===== src/rtl/irq_router_pkg.sv =====
package irq_router_pkg;
  localparam int unsigned NUM_SRC = 8;
  localparam int unsigned NUM_PIN = 2;

  typedef enum int unsigned {
    SRC_DRDY      = 0,
    SRC_MOTION2   = 1,
    SRC_MOTION1   = 2,
    SRC_TAP       = 3,
    SRC_ORIENT    = 4,
    SRC_TRANSIENT = 5,
    SRC_FIFO      = 6,
    SRC_SLEEP     = 7
  } src_idx_e;
endpackage


===== src/rtl/irq_edge_latch.sv =====
module irq_edge_latch #(
  parameter int unsigned N = 8
) (
  input  logic         clk_i,
  input  logic         rst_ni,
  input  logic [N-1:0] event_i,
  input  logic [N-1:0] clear_i,
  output logic [N-1:0] src_o
);
  logic [N-1:0] prev_q;
  logic [N-1:0] src_q;
  logic [N-1:0] rise;

  assign rise = event_i & ~prev_q;

  always_ff @(posedge clk_i or negedge rst_ni) begin
    if (!rst_ni) begin
      prev_q <= '0;
      src_q  <= '0;
    end else begin
      prev_q <= event_i;
      // edge wins over a coincident clear
      src_q  <= (src_q & ~clear_i) | rise;
    end
  end

  assign src_o = src_q;
endmodule


===== src/rtl/irq_pin_drive.sv =====
module irq_pin_drive #(
  parameter int unsigned N = 8
) (
  input  logic [N-1:0] hit_i,
  input  logic         polarity_i,
  input  logic         open_drain_i,
  output logic         lvl_o,
  output logic         oe_o
);
  logic active;

  assign active = |hit_i;
  assign lvl_o  = polarity_i ? active : ~active;
  assign oe_o   = open_drain_i ? active : 1'b1;
endmodule


===== src/rtl/irq_source_router.sv =====
module irq_source_router #(
  parameter int unsigned NSRC = irq_router_pkg::NUM_SRC
) (
  input  logic            clk_i,
  input  logic            rst_ni,
  input  logic [NSRC-1:0] event_i,
  input  logic [NSRC-1:0] clear_i,
  input  logic [NSRC-1:0] enable_i,
  input  logic [NSRC-1:0] route_i,
  input  logic            polarity_i,
  input  logic            open_drain_i,
  output logic [NSRC-1:0] src_o,
  output logic            irq1_o,
  output logic            irq1_oe_o,
  output logic            irq2_o,
  output logic            irq2_oe_o
);
  localparam int unsigned NPIN = irq_router_pkg::NUM_PIN;

  logic [NSRC-1:0] src;
  logic [NSRC-1:0] live;
  logic [NSRC-1:0] pin_hit [NPIN];
  logic [NPIN-1:0] pin_lvl;
  logic [NPIN-1:0] pin_oe;

  irq_edge_latch #(.N(NSRC)) u_latch (
    .clk_i   (clk_i),
    .rst_ni  (rst_ni),
    .event_i (event_i),
    .clear_i (clear_i),
    .src_o   (src)
  );

  assign live       = src & enable_i;
  assign pin_hit[0] = live & route_i;
  assign pin_hit[1] = live & ~route_i;

  for (genvar p = 0; p < NPIN; p++) begin : g_pin
    irq_pin_drive #(.N(NSRC)) u_drv (
      .hit_i        (pin_hit[p]),
      .polarity_i   (polarity_i),
      .open_drain_i (open_drain_i),
      .lvl_o        (pin_lvl[p]),
      .oe_o         (pin_oe[p])
    );
  end

  assign src_o     = src;
  assign irq1_o    = pin_lvl[0];
  assign irq1_oe_o = pin_oe[0];
  assign irq2_o    = pin_lvl[1];
  assign irq2_oe_o = pin_oe[1];
endmodule


===== config.mk =====
export PLATFORM = sky130hd
export DESIGN_NAME = irq_source_router
export DESIGN_NICKNAME = d
export VERILOG_FILES = /design/src/rtl/irq_router_pkg.sv /design/src/rtl/irq_edge_latch.sv /design/src/rtl/irq_pin_drive.sv /design/src/rtl/irq_source_router.sv
export SDC_FILE = /design/constraint.sdc
export NUM_CORES = 1
export LEC_CHECK = 0
export BUFFER_PORTS_ARGS = -buffer_cell sky130_fd_sc_hd__buf_2
export CORE_ASPECT_RATIO = 1.2
export CORE_MARGIN = 3
export CORE_UTILIZATION = 38
export DETAILED_ROUTE_END_ITERATION = 8
export PLACE_DENSITY = 0.83
export RECOVER_POWER = 25
export REMOVE_ABC_BUFFERS = 1
export SYNTH_ARGS = -nofsm -noshare
export SYNTH_HDL_FRONTEND = slang
export SYNTH_SLANG_ARGS = --single-unit

===== constraint.sdc =====
create_clock -name clk_i -period 1.35 [get_ports clk_i]
set_input_delay 0.135 -clock clk_i [delete_from_list [all_inputs] [get_ports clk_i]]
set_output_delay 0.135 -clock clk_i [all_outputs]
set_load 0.01 [all_outputs]

* Yosys cells after proc, flatten, opt, wreduce, memory -nomap -nowiden
Index checks and enable logic that the tools add are counted.
Cells by class: reductions and logical operators 2, bitwise gates (word level) 11, multiplexer cells 4
Operators by type and width (count):
- $and 8x8->8 | 5
- $not 8->8 | 3
- $reduce_or 8->1 | 2
- $or 8x8->8 | 1
- $mux 1 | 4
- $not 1->1 | 2
Word-level totals: output and inout bits 12, register bits 16, input port bits 36, word-level logic and storage cells 19

* Longest topological paths before layout
word-level depth 5, mapped depth 4, mapped depth without buffers 4

* Modules after synthesis
A second synthesis with hierarchy kept.
Second synthesis, totals: cells, all modules 66, area total of the unflattened synthesis 750.7 um^2
By module, submodules not included:
- irq_edge_latch | instances 1, cells an instance 40, area each 560.5 um^2, seq. area each 400.4 um^2
- irq_source_router | instances 1, cells an instance 16, area each 130.1 um^2, seq. area each 0.0 um^2
- irq_pin_drive | instances 2, cells an instance 5, area each 30.0 um^2, seq. area each 0.0 um^2

* Worst setup path after synthesis
Ideal clock, no wire load.
path kind reg-to-output, start reg u_latch.src_q[3] (netlist: u_latch.src_o[3]), end out irq2_o, buffers on the path 0, required time 1215 ps, stages on the path, launching flop included 5, arrival 1108 ps, path slack 107 ps, path through dfrtp_1 -> nand3b_1 -> o2111ai_1 -> nor3_2 -> xor2_1
On the way: word-level cells in the longest chain between the ends 5
RTL lines:
- from (decl) | RTL line irq_edge_latch.sv:11 | logic [N-1:0] src_q;
- from (signal assigned) | RTL line irq_edge_latch.sv:23 | src_q <= (src_q & ~clear_i) | rise;
- $and 8x8->8 * | RTL line irq_source_router.sv:34 | assign live = src & enable_i;
- $and 8x8->8 * | RTL line irq_source_router.sv:36 | assign pin_hit[1] = live & ~route_i;
- $reduce_or 8->1 * | RTL line irq_pin_drive.sv:12 | assign active = |hit_i;
- $not 1->1 | RTL line irq_pin_drive.sv:13 | assign lvl_o = polarity_i ? active : ~active;
- $mux 1 * | RTL line irq_pin_drive.sv:13
- to (decl) | RTL line irq_source_router.sv:15 | output logic irq2_o,
Every way passes the cells marked *; elsewhere a longest branch is shown, timed or not.

* Final worst setup path
Ends and elaborated chain as after synthesis.

==> run summary <==
share of the synthesized area in the top cell type: 60.3%
initial antenna violation count: 0
total gr overflow: 0
Max-cap violations: 0
Net count, final: 171
full die area: 2290 µm²
Fillers: 121
hold_sp: clear_i[0]
Critical-path top delay cell: dfrtp_1
Detailed Route Iter0 Violations: 15
simple-gate share of the synthesized area: 17.3%
Vias: 745
Register-to-Register Path Depth: 4
Critical R2R Capture: u_latch.src_o[3]$_DFF_PN0_
root buf cell: clkbuf_4
Cell variety after synth: 11
Slew Limit Fails: 0
GRT Total Usage: 18.8%
flop-to-flop setup slack: 0.43 ns
Storage cell area: 400 µm²
# setup viols final: 4
core area: 1540 µm²
ANT nets after route: 0
# port buffers: 47
global-route wire length before repair: 3110 µm
Detailed Place HPWL: 1430 µm
CP bufs+invs: 1
Post-Syn Instances: 67
Crit Path Category: reg -> out
Hold Crit Depth: 2
Crit. path cell count: 5
main combinational cell family by area after synthesis: simple AND/OR/NAND/NOR gates
clk_lat worst skew: 0.28 ns
Synth Area in Adders: 0%
vias in the first global route: 755
clk slew on worst S/H paths: 0.08 ns
top cells by area, synth: dfrtp_1 (60%), o22ai_1 (9.4%), inv_1 (9.0%)
status: finished, violations left
Crit Path Max Fanout: 4
RSZ-0062 raised after global routing: yes
crit-path cells: nand3b_1 -> o2111ai_2 -> nor3_2 -> xor2_1 -> buf_2
fin crit share: 116%
failing checks: setup timing
post-synthesis mux area share: 0%
DP Worst Slack: 0.0292 ns
worst setup margin: -0.214 ns
Inst Count DP: 131
Top delay family on crit path: flip-flops
hold endpoint: u_latch.src_o[0]$_DFF_PN0_
I/O Pins: 48
compound-cell area share of the yosys netlist: 10.7%
Final Skew: 0.000665 ns
DR WL/cell: 12.8 µm
final std cells w/o fill: 150
crit path DAT: 1.43 ns
DRC: 0
maximum VDD drop: 0.000631 V
dominant cell type by area after synthesis: dfrtp_1
drt pass-1 iters: 4
startpoint types: flip-flop
Cell Area, Synth: 664 µm²
share of layout cells above drive strength 1: 40.6%
max incr delay on CP: 0.42 ns
Initial Util: 43.2%
Slew HR: 45.5%
CTS Sinks: 16
most frequent cells in the layout: buf_2 (40), inv_1 (16), dfrtp_1 (16), o22ai_1 (10), dlygate4sd3_1 (9)
Slew @ Worst Pin: 0.818 ns
#FFs+latches synth: 16
routed vias/inst: 4.97
Max Freq: 639 MHz
H-tree levels: 1
Routed WL: 1910 µm
commonest non-fill, non-tap cell in the layout: buf_2
Syn. warnings: 0
Critical Path RT: 1.22 ns
register area share after synthesis: 60.3%
row count: 15
Fin. Hold Viols: 0
Post-Synth XOR/XNOR Area: 2.64%
Crit. End Element: output port
largest net degree at the start of global routing: 17
CTS tree: built
clk buf depth: 2
reg2reg start: u_latch.src_o[3]$_DFF_PN0_
fin crit period: 1.56 ns
Power Dens Cells: 948 nW/µm²
clock buffer count from CTS: 3
Die W: 44.2 µm
multi-input combinational cell area: 218 µm²
die height: 51.8 µm
area delta synth->final: 64.2%
Ant. Diodes: 0
gp weighted congestion: 0.684
P_leak: 0.587 nW
Hold/Removal Path Class: in -> reg
average instance area after synthesis: 9.92 µm²
final cells by class:
type	count	share of cell area, %
Sequential cell	16	36.7
Timing Repair Buffer	63	33.8
Multi-Input combinational cell	35	20.0
Inverter	16	5.50
Clock buffer	3	2.06
Tap cell	17	1.95
worst max path at each step:
stage / to / slack [ns] / start
2_1_floorplan: irq2_o / 0.11 / u_latch.src_o[3]$_DFF_PN0_
5_1_grt: irq2_o / -0.33 / u_latch.src_o[3]$_DFF_PN0_
3_5_place_dp: irq2_o / 0.03 / u_latch.src_o[3]$_DFF_PN0_
6_report: irq2_o / -0.21 / u_latch.src_o[3]$_DFF_PN0_
3_3_place_gp: irq2_o / 0.1 / u_latch.src_o[3]$_DFF_PN0_
4_1_cts: irq2_o / -0.19 / u_latch.src_o[3]$_DFF_PN0_
cells in the mapped netlist, drive strengths merged:
cell type	number
nor3	1
nor2	1
nand4	2
xor2	2
inv	16
dfrtp	16
nand3b	3
o2111ai	1
o22ai	10
nand3	8
nand2	7
per-stage QoR:
step	hold WS [ns]	total power, W	setup TNS (ns)	utilization [%]	instance area (µm²)
2_1_floorplan	-0.161	0.000632	0	-	664
4_1_cts	0.0250	0.00103	-0.474	70.2	1080
6_report	0.0326	0.00103	-0.564	70.9	1090
3_5_place_dp	0.0554	0.000758	0	59.8	921
3_3_place_gp	0.0536	0.000746	0	59.8	921
5_1_grt	0.0179	0.00110	-1.01	70.9	1090
worst reg2reg max path: stages (launching register included):
cell	delay (ns)
dfrtp_1	0.42
buf_4	0.15
buf_4	0.12
inv_1	0.05
o22ai_1	0.07
flip-flops by register name (all words and copies together), names as in the netlist:
register and flops:
u_latch.prev_q 8, u_latch.src_o 8
power breakdown:
part / leakage [nW] / internal (W) / switching, W / total (W)
registers: 0.190 / 0.000512 / 0.0000247 / 0.000537
logic: 0.382 / 0.000142 / 0.000124 / 0.000266
clock network: 0.0138 / 0.000103 / 0.000129 / 0.000232
kinds of logic after synthesis:
family,Yosys count
AND/OR/NAND/NOR,22
flip-flops,16
buffers and inverters,16
AO/OA/AOI/OAI,11
XOR/XNOR,2
metal layers:
metal | track usage [%] | wire (µm) | vias to the layer above
li1 | - | - | 359
met1 | 19.3 | 692 | 331
met2 | 34.7 | 997 | 53
met3 | 2.77 | 192 | 2
met4 | 11.1 | 29 | 0
met5 | 0 | 0 | -
repair_timing:
item	in CTS	in global routing
resized for setup	2	1
pin swaps	4	2
hold endpoints to repair	24	0
endpoints found under the setup margin	4	4
hold buffers	9	0
setup buffers	5	2
No activity file was read; power rests on OpenSTA's default activity.
